File: config.mk
export PLATFORM = sky130hd
export DESIGN_NAME = mac_hilo_unit
export DESIGN_NICKNAME = d
export VERILOG_FILES = /design/src/rtl/mac_pkg.sv /design/src/rtl/mac_decode.sv /design/src/rtl/mac_product.sv /design/src/rtl/mac_accum.sv /design/src/rtl/mac_hilo_unit.sv
export SDC_FILE = /design/constraint.sdc
export NUM_CORES = 1
export LEC_CHECK = 0
export ABC_AREA = 1
export BUFFER_PORTS_ARGS = -buffer_cell sky130_fd_sc_hd__buf_2
export CAP_MARGIN = 20
export CORE_UTILIZATION = 50
export DETAILED_ROUTE_END_ITERATION = 10
export HOLD_SLACK_MARGIN = 0.03
export PLACE_DENSITY = 0.68
export SETUP_SLACK_MARGIN = 0.15
export SYNTH_ARGS = -nofsm -noshare
export SYNTH_HDL_FRONTEND = slang
export SYNTH_SLANG_ARGS = --single-unit
File: constraint.sdc
create_clock -name clk -period 17.1 [get_ports clk]
set_input_delay 2.565 -clock clk [delete_from_list [all_inputs] [get_ports clk]]
set_output_delay 2.565 -clock clk [all_outputs]
set_load 0.02 [all_outputs]
File: src/rtl/mac_pkg.sv
// Package: shared field positions, code values and the decoded operation
// type for the multiply-accumulate unit.
// Assumes a 32-bit instruction word with the main opcode in the top six bits.
package mac_pkg;
    localparam int INSN_W     = 32;
    localparam int OPC_HI     = 31;
    localparam int OPC_LO     = 26;
    localparam int OPC_W      = OPC_HI - OPC_LO + 1;
    localparam int RDSEL_BIT  = 16;
    localparam int SUBC_HI    = 3;
    localparam int SUBC_LO    = 0;
    localparam int SUBC_W     = SUBC_HI - SUBC_LO + 1;

    localparam logic [OPC_W-1:0]  OPC_ACC_IMM = 6'h13;
    localparam logic [OPC_W-1:0]  OPC_ACC_REG = 6'h31;
    localparam logic [OPC_W-1:0]  OPC_RD_GRP  = 6'h06;
    localparam logic [SUBC_W-1:0] SUBC_ADD    = 4'h1;
    localparam logic [SUBC_W-1:0] SUBC_SUB    = 4'h2;

    typedef enum logic [2:0] {
        MOP_NONE  = 3'd0,
        MOP_MADD  = 3'd1,
        MOP_MSUB  = 3'd2,
        MOP_MADDI = 3'd3,
        MOP_READ  = 3'd4
    } mac_op_e;
endpackage

File: src/rtl/mac_decode.sv
// Module: mac_decode
// Turns an issued instruction word into one of the accumulator operations.
// Assumes at most one word per cycle. Anything unrecognised maps to MOP_NONE.
module mac_decode
    import mac_pkg::*;
(
    input  logic              op_valid,
    input  logic [INSN_W-1:0] insn_word,
    output mac_op_e           op
);
    logic [OPC_W-1:0]  opc;
    logic [SUBC_W-1:0] subc;

    assign opc  = insn_word[OPC_HI:OPC_LO];
    assign subc = insn_word[SUBC_HI:SUBC_LO];

    // Select the operation from the main opcode, then the sub-field.
    always_comb begin
        op = MOP_NONE;
        if (op_valid) begin
            unique case (opc)
                OPC_ACC_IMM: op = MOP_MADDI;
                OPC_ACC_REG: begin
                    if (subc == SUBC_ADD)      op = MOP_MADD;
                    else if (subc == SUBC_SUB) op = MOP_MSUB;
                end
                OPC_RD_GRP: begin
                    if (insn_word[RDSEL_BIT]) op = MOP_READ;
                end
                default: op = MOP_NONE;
            endcase
        end
    end
endmodule

File: src/rtl/mac_product.sv
// Module: mac_product
// Single-cycle multiplier. It forms the truncated product of operand A and
// either operand B or the sign-extended immediate, then sign-extends that
// product to accumulator width.
// Assumes IMM_W <= XLEN.
module mac_product
    import mac_pkg::*;
#(
    parameter int XLEN  = 32,
    parameter int IMM_W = 16,
    localparam int ACC_W = 2 * XLEN
) (
    input  mac_op_e           op,
    input  logic [XLEN-1:0]   opnd_a,
    input  logic [XLEN-1:0]   opnd_b,
    input  logic [IMM_W-1:0]  imm,
    output logic [ACC_W-1:0]  prod_ext
);
    logic [XLEN-1:0] imm_ext;
    logic [XLEN-1:0] mul_b;
    logic [XLEN-1:0] prod_lo;

    // Widen the immediate by sign; no widening is needed when the widths match.
    generate
        if (IMM_W < XLEN) begin : g_imm_sext
            assign imm_ext = {{(XLEN-IMM_W){imm[IMM_W-1]}}, imm};
        end else begin : g_imm_full
            assign imm_ext = imm;
        end
    endgenerate

    // Choose the second factor, keep the low word of the product, sign-extend it.
    always_comb begin
        mul_b    = (op == MOP_MADDI) ? imm_ext : opnd_b;
        prod_lo  = opnd_a * mul_b;
        prod_ext = {{XLEN{prod_lo[XLEN-1]}}, prod_lo};
    end
endmodule

File: src/rtl/mac_accum.sv
// Module: mac_accum
// Holds the 64-bit high/low accumulator and the registered read-out.
// Assumes one operation per cycle. A read takes the value held before this
// edge, which already includes any accumulate from the previous cycle.
module mac_accum
    import mac_pkg::*;
#(
    parameter int XLEN  = 32,
    localparam int ACC_W = 2 * XLEN
) (
    input  logic              clk,
    input  logic              rst_n,
    input  mac_op_e           op,
    input  logic [ACC_W-1:0]  prod_ext,
    output logic [ACC_W-1:0]  acc_q,
    output logic [XLEN-1:0]   rd_data,
    output logic              rd_valid
);
    // Update the accumulator and the read-out register once per cycle.
    always_ff @(posedge clk) begin
        if (!rst_n) begin
            acc_q    <= '0;
            rd_data  <= '0;
            rd_valid <= 1'b0;
        end else begin
            rd_valid <= (op == MOP_READ);
            unique case (op)
                MOP_MADD, MOP_MADDI: acc_q <= acc_q + prod_ext;
                MOP_MSUB:            acc_q <= acc_q - prod_ext;
                MOP_READ: begin
                    rd_data <= acc_q[XLEN-1:0];
                    acc_q   <= '0;
                end
                default:             acc_q <= acc_q;
            endcase
        end
    end
endmodule

File: src/rtl/mac_hilo_unit.sv
// Module: mac_hilo_unit (top)
// Multiply-accumulate unit with a 64-bit high/low accumulator. It provides
// multiply-add, multiply-subtract, immediate multiply-add and read-and-clear.
// Assumes the caller handles register writeback and any stalls.
module mac_hilo_unit
    import mac_pkg::*;
#(
    parameter int XLEN  = 32,
    parameter int IMM_W = 16,
    localparam int ACC_W = 2 * XLEN
) (
    input  logic              clk,
    input  logic              rst_n,
    input  logic              op_valid,
    input  logic [INSN_W-1:0] insn_word,
    input  logic [XLEN-1:0]   opnd_a,
    input  logic [XLEN-1:0]   opnd_b,
    input  logic [IMM_W-1:0]  imm16,
    output logic [XLEN-1:0]   rd_data,
    output logic              rd_valid
);
    mac_op_e          op;
    logic [ACC_W-1:0] prod_ext;
    logic [ACC_W-1:0] acc_q;

    mac_decode u_dec (
        .op_valid  (op_valid),
        .insn_word (insn_word),
        .op        (op)
    );

    mac_product #(.XLEN(XLEN), .IMM_W(IMM_W)) u_mul (
        .op       (op),
        .opnd_a   (opnd_a),
        .opnd_b   (opnd_b),
        .imm      (imm16),
        .prod_ext (prod_ext)
    );

    mac_accum #(.XLEN(XLEN)) u_acc (
        .clk      (clk),
        .rst_n    (rst_n),
        .op       (op),
        .prod_ext (prod_ext),
        .acc_q    (acc_q),
        .rd_data  (rd_data),
        .rd_valid (rd_valid)
    );
endmodule

# Word-level counts from Yosys, hierarchy flattened

Index checks and enable logic that the tools add are counted.

Register bits: 97
Output and inout port bits: 33
Logic and storage cells: 24

$add $sub $neg: 2
Multipliers: 1
Equal/unequal tests: 9
Muxes and demuxes: 7
Reductions and logical operators: 2

Operator list:

| cell                                                                   | count |
|---|---|
| 64-bit case mux with 3 select lines                                    | 1 |
| 64-bit adder                                                           | 1 |
| 64-bit subtractor                                                      | 1 |
| 32-bit by 32-bit multiplier with 32-bit output                         | 1 |
| 32-bit 2-to-1 mux                                                      | 1 |
| 3-bit 2-to-1 mux                                                       | 3 |
| 3-bit case mux with 3 select lines                                     | 1 |
| 3-bit by 2-bit equality test with 1-bit output (second input constant) | 2 |
| 6-bit by 3-bit equality test with 1-bit output (second input constant) | 1 |
| 6-bit by 5-bit equality test with 1-bit output (second input constant) | 1 |
| 6-bit equality test (second input constant)                            | 1 |
| 4-bit by 1-bit equality test with 1-bit output (second input constant) | 1 |
| 4-bit by 2-bit equality test with 1-bit output (second input constant) | 1 |
| 3-bit by 1-bit equality test with 1-bit output (second input constant) | 1 |
| 3-bit equality test (second input constant)                            | 1 |
| 3-bit nonzero test                                                     | 1 |
| 2-bit 2-to-1 mux                                                       | 1 |
| 2-bit OR reduction                                                     | 1 |

# Longest topological paths before layout

Gate-level depths: netlist (run 1).

Depth after elaboration: 10
Gate-level depth with buffers: 58
Gate-level depth less buffers: 57

# Modules after synthesis

A second synthesis (run 1) with hierarchy kept.

Cell total of the unflattened synthesis: 4252
Area total of the unflattened synthesis: 27785.4 µm²

Modules (own cells, without submodules):

| module      | instances | cells each | area each (µm²) | seq. area each (µm²) |
|---|---|---|---|---|
| mac_product | 1         | 2140       | 16483.3         | 0.0 |
| mac_accum   | 1         | 2086       | 11190.7         | 1941.9 |
| mac_decode  | 1         | 26         | 111.4           | 0.0 |

# Worst setup path before layout (run 1)

No wires, ideal clock.

Path kind: input-to-reg
From: input port insn_word[28]
To: register u_acc.acc_q[31]
Library setup time: 0.131 ns
Arrival time: 12.088 ns
Setup slack: 4.881 ns
Stages: 53
Path buffers: 3
Cells stage by stage: inv_1 > nand2_1 > nor2_4 > nand3_2 > nand2_4 > nand3_4 > buf_6 > o21ai_1 > clkbuf_1 > buf_1 > nor2_1 > fa_1 > inv_1 > fa_1 > fa_1 > fa_1 > inv_1 > fa_1 > [17 not listed] > nand2_1 > xnor2_1 > nand2_1 > o41ai_1 > xor2_1 > ha_1 > a21oi_1 > inv_1 > a21oi_1 > nor2_1 > a2111oi_0 > o31ai_1 > inv_1 > nand3_1 > nand2_1 > nand2_1 > nand3_1 > a21oi_2

Longest elaborated chain between the ends: 8
Elaborated cells on any way between the ends: 16

Ends and longest elaborated chain:

| what                                                                         | line                               | RTL |
|---|---|---|
| from (decl)                                                                  | mac_hilo_unit.sv:15                | `input logic [INSN_W-1:0] insn_word,` |
| 6-bit by 3-bit equality test with 1-bit output, or another cell as far along | mac_decode.sv:21                   | `unique case (opc)` |
| 3-bit case mux with 3 select lines *                                         | mac_decode.sv:21                   |  |
| 3-bit 2-to-1 mux *                                                           | mac_decode.sv:20                   | `if (op_valid) begin` |
| 3-bit by 2-bit equality test with 1-bit output                               | mac_product.sv:34, mac_accum.sv:27 |  |
| 32-bit 2-to-1 mux                                                            | mac_product.sv:34                  | `mul_b = (op == MOP_MADDI) ? imm_ext : opnd_b;` |
| 32-bit by 32-bit multiplier with 32-bit output                               | mac_product.sv:35                  | `prod_lo = opnd_a * mul_b;` |
| 64-bit subtractor / 64-bit adder (equally long branches)                     | mac_accum.sv:29, mac_accum.sv:28   |  |
| 64-bit case mux with 3 select lines                                          | mac_accum.sv:27                    | `unique case (op)` |
| to (signal assigned)                                                         | mac_accum.sv:28                    | `MOP_MADD, MOP_MADDI: acc_q <= acc_q + prod_ext;` |
| to (signal assigned)                                                         | mac_accum.sv:29                    | `MOP_MSUB: acc_q <= acc_q - prod_ext;` |
| to (signal assigned)                                                         | mac_accum.sv:34                    | `default: acc_q <= acc_q;` |
| to (decl)                                                                    | mac_accum.sv:15                    | `output logic [ACC_W-1:0] acc_q,` |

Mark *: on every way between the ends. The rest lies on a longest branch, timed or not.
A chain may end at the register's enable or synchronous reset.

# Worst setup path after layout (run 1)

Same ends and word-level chain as after synthesis.

==> flow_summary.json, run 1 <==
{
  "regArea_sq_um": 1300,
  "place_congestion": 0.955,
  "post_cts_buffers": 0,
  "hold_violations": 0,
  "required_ns": 17.30,
  "synth-edff-count": 0,
  "cts_resized": 0,
  "die_h_um": 208,
  "hold_path_depth": 2,
  "grt_first_pass_wirelength_um": 103000,
  "dp.cells": 3461,
  "drv_cap": 0,
  "routedWlPerCell_um": 17.9,
  "vias_per_cell": 5.33,
  "drt_iter0_drc": 1379,
  "vias": 18500,
  "max_slew_margin": 0.300,
  "fmax_mhz": 72.4,
  "synth_simple_gate_area_frac": 0.224,
  "endpoint_kind": "flop",
  "outcome": "finished, final reports clean",
  "routed_wirelength_um": 62200,
  "grt_use_total": 0.302,
  "ctsHoldBuffers": 0,
  "grt_pass1_vias": 19400,
  "yosys_warnings": 0,
  "syn_area_sq_um": 21300,
  "setup_viol": 0,
  "critical_path_class": "primary input to flop",
  "worstSetupStartpointType": "primary input",
  "fp-row-count": 75,
  "detail-route-antenna-nets": 0,
  "reg2reg_depth": 18,
  "gr-total-overflow": 0,
  "synth-xor-area-share": 0.0313,
  "io_pins": 148,
  "clock_skew_ns": 0.00561,
  "coreArea_sq_um": 41900,
  "synthMuxAreaShare": 0,
  "clkTransAtPathRegs_ns": 0.05,
  "clock_sinks": 65,
  "arrival_ns": 14.01,
  "avgSynthCellArea_sq_um": 7.42,
  "yosysSeqAreaShare": 0.0611,
  "synthTopCellsByArea": "fa_1 38%, inv_1 12%, nand2_1 11%",
  "io_buffers": 126,
  "post-route-min-period_ns": 13.80,
  "syn2layout_area_growth_pct": 6.26,
  "die_area_sq_um": 43400,
  "synth_top_area_cell": "fa_1",
  "met1_usage": 0.413,
  "die_w_um": 208,
  "path_max_fanout": 36,
  "yosys.area_share.adder": 0.475,
  "grtUsageMet3": 0.0743,
  "busiest_layer": "met2",
  "nets": 3613,
  "cts_htree_levels": 3,
  "cpMostUsedCell": "nand2_1",
  "synth-compound-area-share": 0.0636,
  "synthCells": 2870,
  "synthArstFlopShare": 0,
  "ys_ff_latch": 65,
  "cts_made_buffers": 9,
  "worstMarginPinSlew_ns": 1.04,
  "synth_top_family_by_area": "adder cells",
  "rsz0062_at_grt": "no",
  "initial_core_util": 0.508,
  "syn-num-nets": 3549,
  "grt_max_degree": 37,
  "slowest_delay_ns": 0.71,
  "reg2reg_slack_ns": 13.61,
  "fin_crit_sh": 0.807,
  "hp-class": "flop to flop",
  "layout.cells.non_filler": 3477,
  "drc_errors": 0,
  "dr.pass1.iters": 5,
  "cts_buffer_depth": 2,
  "cts_tree": "yes",
  "cts_root_buffer": "clkbuf_16",
  "finalSetupTns_ns": 0,
  "min_to": "u_acc.acc_q[0]",
  "clkLatencyLatePin_ns": 0.33,
  "antenna_found_initial": 1,
  "yosysTopAreaCellShare": 0.384,
  "n_fill_cell": 4057,
  "dp_hpwl_um": 51300,
  "grtUsageMet2": 0.475,
  "slowest_stage": "clkinv_1",
  "ys.flop_type": "dfxtp_1",
  "hp-start": "u_acc.acc_q[0]",
  "final_cell_mix": "709 x inv_1, 607 x nand2_1, 409 x fa_1",
  "multi_input_area_sq_um": 16900,
  "synth_cell_type_count": 58,
  "report.final.slew_viol_count": 0,
  "r2r_start": "u_acc.acc_q[3]",
  "final_common_cell": "inv_1",
  "r2r_end": "u_acc.acc_q[28]",
  "final_layout_size_suffix_gt1_frac": 0.0769
}
-- worst max-delay path by stage --
stage | from | end | cells past startpoint
floorplan | insn_word[28] | u_acc.acc_q[31] | 53
global placement | insn_word[28] | u_acc.acc_q[31] | 50
detailed placement | insn_word[28] | u_acc.acc_q[31] | 53
CTS | insn_word[28] | u_acc.acc_q[31] | 50
global route | insn_word[28] | u_acc.acc_q[31] | 52
finish | insn_word[28] | u_acc.acc_q[31] | 53
-- metrics by stage --
step	worst slack, ns	cell area (sq um)	utilization	hold slack (ns)
3_5_place_dp	2.99	22300	0.533	0.449
2_1_floorplan	4.88	21300	-	0.441
3_3_place_gp	2.97	22300	0.533	0.448
4_1_cts	3.32	22600	0.539	0.461
6_report	3.30	22600	0.540	0.461
5_1_grt	2.48	22600	0.540	0.478
-- cell type report --
cell class,instances,share of cell area
multi-input combinational,1994,0.748
inverter,723,0.120
sequential,65,0.0575
timing repair buffer,141,0.0332
tap,539,0.0298
clock buffer,11,0.0112
clock inverter,3,0.000774
antenna,1,0.000111
-- layer usage --
layer	wire length [um]	vias to the layer above
met5	0	-
met4	2020	0
met3	6660	111
met2	27400	826
met1	26100	8982
li1	-	8604
-- cell families (layout without fill, tap and decap cells) --
logic type,count (synthesis),count (layout)
buffers and inverters,811,878
AOI/OAI and AO/OA,219,219
adders and majority gates,564,564
other,0,1
DFF,65,65
and+or+nand+nor,1139,1139
xor gates and xnor gates,72,72
-- Yosys cell counts (6+ instances only) --
cell,count
nand2_2,16
xor2_1,44
a21o_1,6
clkbuf_1,74
nor4_1,7
dfxtp_1,65
clkinv_1,10
ha_1,155
nand4_1,25
a21oi_1,93
nand3_1,95
nor2_1,330
o31ai_1,8
o21ai_0,39
nand2_1,607
a22o_1,29
or2_2,18
fa_1,409
a21boi_0,8
inv_1,709
nor2_2,8
nor3_1,13
a31oi_1,7
xnor2_1,25
-- worst max-delay path, delay by kind of cell --
kind / cells / cell delay, ns
xor gates and xnor gates: 2 / 0.60
buffers and inverters: 11 / 1.33
AOI/OAI and AO/OA: 9 / 2.01
adders and majority gates: 10 / 4.80
and+or+nand+nor: 21 / 2.69
-- flip-flops by register name, indices dropped and copies added (netlist names) --
register and cells:
u_acc.acc_q 32, u_acc.rd_data 32, u_acc.rd_valid 1
Power of run 1 is left out: the tool's default activity adds up to more than one toggle a clock period on the data nets, which glitch-free logic cannot reach.
==> run 2: changes to the inputs <==
clock period = 14.4 ns   (was 17.1 ns; I/O delays follow)
==> flow_summary.json, run 2 (synthesis gave the netlist of run 1 again) <==
{
  "ctsHoldBuffers": 0,
  "critical_path_class": "primary input to flop",
  "routedWlPerCell_um": 18.0,
  "clock_skew_ns": 0.00700,
  "die_w_um": 208,
  "dp_hpwl_um": 51900,
  "reg2reg_slack_ns": 10.95,
  "worstMarginPinSlew_ns": 1.03,
  "drc_errors": 0,
  "final_common_cell": "inv_1",
  "final_layout_size_suffix_gt1_frac": 0.0810,
  "layout.cells.non_filler": 3490,
  "endpoint_kind": "flop",
  "cts_made_buffers": 9,
  "antenna_found_initial": 1,
  "setup_viol": 0,
  "cts_resized": 0,
  "critPathTopFamily": "adder cells",
  "die_h_um": 208,
  "cts_root_buffer": "clkbuf_16",
  "cpMostUsedCell": "nand2_1",
  "grt_first_pass_wirelength_um": 102000,
  "place_congestion": 0.946,
  "fp-row-count": 75,
  "required_ns": 14.61,
  "final_cell_mix": "709 x inv_1, 607 x nand2_1, 409 x fa_1",
  "rsz0062_at_grt": "no",
  "cts_buffer_depth": 2,
  "outcome": "finished, final reports clean",
  "dr.pass1.iters": 5,
  "arrival_ns": 13.10,
  "n_fill_cell": 4019,
  "hold_violations": 0,
  "cts_htree_levels": 3,
  "cts_tree": "yes",
  "finalSetupTns_ns": 0,
  "grt_use_total": 0.303,
  "io_buffers": 126,
  "r2r_end": "u_acc.acc_q[30]",
  "reg2reg_depth": 18,
  "hp-class": "flop to flop",
  "initial_core_util": 0.508,
  "drt_iter0_drc": 1406,
  "io_pins": 148,
  "fmax_mhz": 77.6,
  "clock_sinks": 65,
  "detail-route-antenna-nets": 0,
  "slowest_delay_ns": 0.55,
  "report.final.slew_viol_count": 0,
  "path_buf_inv": 10,
  "clkTransAtPathRegs_ns": 0.06,
  "path_max_fanout": 19,
  "gr-total-overflow": 0,
  "vias_per_cell": 5.32,
  "die_area_sq_um": 43400,
  "vias": 18600,
  "critPathCapture": "u_acc.acc_q[31]",
  "drv_cap": 0,
  "clkLatencyLatePin_ns": 0.34,
  "hold-worst-slack_ns": 0.468,
  "grt_max_degree": 35,
  "fin_crit_sh": 0.895,
  "dp.cells": 3472,
  "reg.largest.list": "u_acc.acc_q: 32 flops, u_acc.rd_data: 32 flops, u_acc.rd_valid: 1 flops",
  "nets": 3624,
  "worstSetupPathDepth": 52,
  "critPathLaunch": "insn_word[30]",
  "post_cts_buffers": 0,
  "worstSetupStartpointType": "primary input",
  "max_slew_margin": 0.306,
  "coreArea_sq_um": 41900,
  "post-route-min-period_ns": 12.89,
  "slowest_stage": "fa_1",
  "grt_pass1_vias": 19100,
  "syn2layout_area_growth_pct": 6.91,
  "r2r_start": "u_acc.acc_q[3]",
  "routed_wirelength_um": 62700
}
## run 2: changes by cell type in the layout (fill, tap and decap cells not counted), sizes merged
cell / previous run / this run
bufinv: 0 / 2
inv: 713 / 715
buf: 141 / 152
clkinv: 12 / 13
clkinvlp: 1 / 0
clkbuf: 11 / 9
## run 2: how the worst min path moves through the flow
stage	slack (ns)	startpoint	depth (start not counted)	endpoint
6_report	0.47	u_acc.rd_data[29]	1	u_acc.rd_data[29]
5_1_grt	0.49	u_acc.rd_data[29]	1	u_acc.rd_data[29]
4_1_cts	0.47	u_acc.rd_data[29]	1	u_acc.rd_data[29]
3_5_place_dp	0.45	u_acc.rd_data[27]	1	u_acc.rd_data[27]
3_3_place_gp	0.45	u_acc.acc_q[0]	2	u_acc.acc_q[0]
2_1_floorplan	0.44	u_acc.acc_q[0]	2	u_acc.acc_q[0]
## run 2: through the flow
step | util | area, sq um | setup slack, ns
global placement | 0.535 | 22400 | 1.37
global route | 0.543 | 22800 | 0.721
finish | 0.543 | 22800 | 1.51
floorplan | - | 21300 | 2.59
CTS | 0.542 | 22800 | 1.63
detailed placement | 0.535 | 22400 | 1.32
## run 2: per-layer routing
layer	GRT usage	vias up	part of all wire
met5	0	-	0.00016
met4	0.0943	2	0.035
met3	0.0848	110	0.12
met2	0.463	843	0.43
met1	0.415	8975	0.42
li1	-	8632	-
## run 2: area by class of cell
cell class / count / area [sq um] / area share
multi-input cells: 1994 / 16900 / 0.743
inverters: 723 / 2710 / 0.119
clock buffers: 9 / 225 / 0.00989
well taps: 539 / 674 / 0.0296
clock inverters: 7 / 100 / 0.00440
repair buffers: 152 / 833 / 0.0366
flip-flops and latches: 65 / 1300 / 0.0571
diodes: 1 / 2.50 / 0.000110
Power of run 2 is left out for the same reason.
==> run 3: changes to the inputs <==
BUFFER_PORTS_ARGS = not set   (was -buffer_cell sky130_fd_sc_hd__buf_2)
DONT_BUFFER_PORTS = 1   (was not set)
PLACE_DENSITY = not set   (was 0.68)
==> flow_summary.json, run 3 (synthesis gave the netlist of run 1 again) <==
{
  "die_w_um": 208,
  "cts_resized": 0,
  "worstMarginPinSlew_ns": 0.919,
  "critical_path_class": "primary input to flop",
  "drv_cap": 0,
  "required_ns": 14.61,
  "fin_crit_sh": 0.880,
  "final_cell_mix": "709 x inv_1, 607 x nand2_1, 409 x fa_1",
  "hold-worst-slack_ns": 0.462,
  "max_slew_margin": 0.387,
  "clkLatencyLatePin_ns": 0.33,
  "vias": 18000,
  "io_buffers": 0,
  "final_layout_size_suffix_gt1_frac": 0.0393,
  "routedWlPerCell_um": 19.1,
  "arrival_ns": 12.88,
  "n_fill_cell": 4131,
  "hp-class": "flop to flop",
  "initial_core_util": 0.508,
  "endpoint_kind": "flop",
  "rsz0062_at_grt": "no",
  "grt_pass1_vias": 19000,
  "place_congestion": 0.902,
  "drc_errors": 0,
  "cts_root_buffer": "clkbuf_16",
  "grt_use_total": 0.313,
  "report.final.slew_viol_count": 0,
  "post-route-min-period_ns": 12.67,
  "die_area_sq_um": 43400,
  "hold_violations": 0,
  "setup_viol": 0,
  "ctsHoldBuffers": 0,
  "path_max_fanout": 25,
  "grt_max_degree": 35,
  "drt_iter0_drc": 1307,
  "clkTransAtPathRegs_ns": 0.06,
  "cts_tree": "yes",
  "coreArea_sq_um": 41900,
  "cts_buffer_depth": 2,
  "nets": 3497,
  "multi_input_area_sq_um": 16900,
  "detail-route-antenna-nets": 0,
  "final_common_cell": "inv_1",
  "fmax_mhz": 78.9,
  "vias_per_cell": 5.37,
  "die_h_um": 208,
  "slowest_stage": "fa_1",
  "slowest_delay_ns": 0.55,
  "dp_hpwl_um": 53400,
  "regArea_sq_um": 1300,
  "clock_sinks": 65,
  "clock_skew_ns": 0.00687,
  "cpMostUsedCell": "nand2_1",
  "cts_made_buffers": 9,
  "reg.largest.list": "u_acc.acc_q: 32 flops, u_acc.rd_data: 32 flops, u_acc.rd_valid: 1 flops",
  "dr.pass1.iters": 5,
  "cts_htree_levels": 3,
  "post_cts_buffers": 0,
  "grt_first_pass_wirelength_um": 105000,
  "gr-total-overflow": 0,
  "finalSetupTns_ns": 0,
  "syn2layout_area_growth_pct": 3.99,
  "diodes": 0,
  "io_pins": 148,
  "antenna_found_initial": 0,
  "fp-row-count": 75,
  "outcome": "finished, final reports clean",
  "routed_wirelength_um": 64100,
  "worstSetupStartpointType": "primary input"
}
## run 3: worst paths after layout
check | start | to | slack (ns) | cells after the start
min reg2reg | u_acc.acc_q[0] | u_acc.acc_q[0] | 0.46 | 2
min | u_acc.acc_q[0] | u_acc.acc_q[0] | 0.46 | 2
max reg2reg | u_acc.acc_q[3] | u_acc.acc_q[30] | 10.93 | 18
max | insn_word[28] | u_acc.acc_q[31] | 1.73 | 52
## run 3: final cells by class
| cell class | instances | area share |
|---|---|---|
| clock inverter | 6 | 0.00520 |
| sequential | 65 | 0.0587 |
| inverter | 723 | 0.123 |
| tap | 539 | 0.0304 |
| multi-input combinational | 1994 | 0.764 |
| clock buffer | 10 | 0.0103 |
| timing repair buffer | 25 | 0.00881 |
## run 3: worst max-delay path, delay by kind of cell
| kind | cells | cell delay [ns] |
|---|---|---|
| adder cells (fa/ha/maj) | 10 | 4.85 |
| AO/OA/AOI/OAI | 10 | 2.20 |
| AND/OR/NAND/NOR | 19 | 1.87 |
| buffers and inverters | 11 | 1.16 |
| XOR/XNOR | 2 | 0.59 |
## run 3: metrics by stage
step           setup slack, ns  utilization  cell area, sq um  std cells
6_report                  1.73        0.528             22200       3362
5_1_grt                  0.873        0.528             22200       3362
4_1_cts                   1.72        0.528             22100       3360
3_5_place_dp              1.41        0.519             21800       3344
3_3_place_gp              1.42        0.519             21800       3344
2_1_floorplan             2.59            -             21300       2870
## run 3: per-layer routing
metal	vias to the layer above	share of wire	track usage	wire length (um)
met4	0	0.028	0.0879	1820
li1	8374	-	-	-
met1	8908	0.43	0.432	27700
met2	654	0.44	0.490	28500
met5	-	0	0	0
met3	105	0.094	0.0717	6040
Power of run 3 is left out for the same reason.
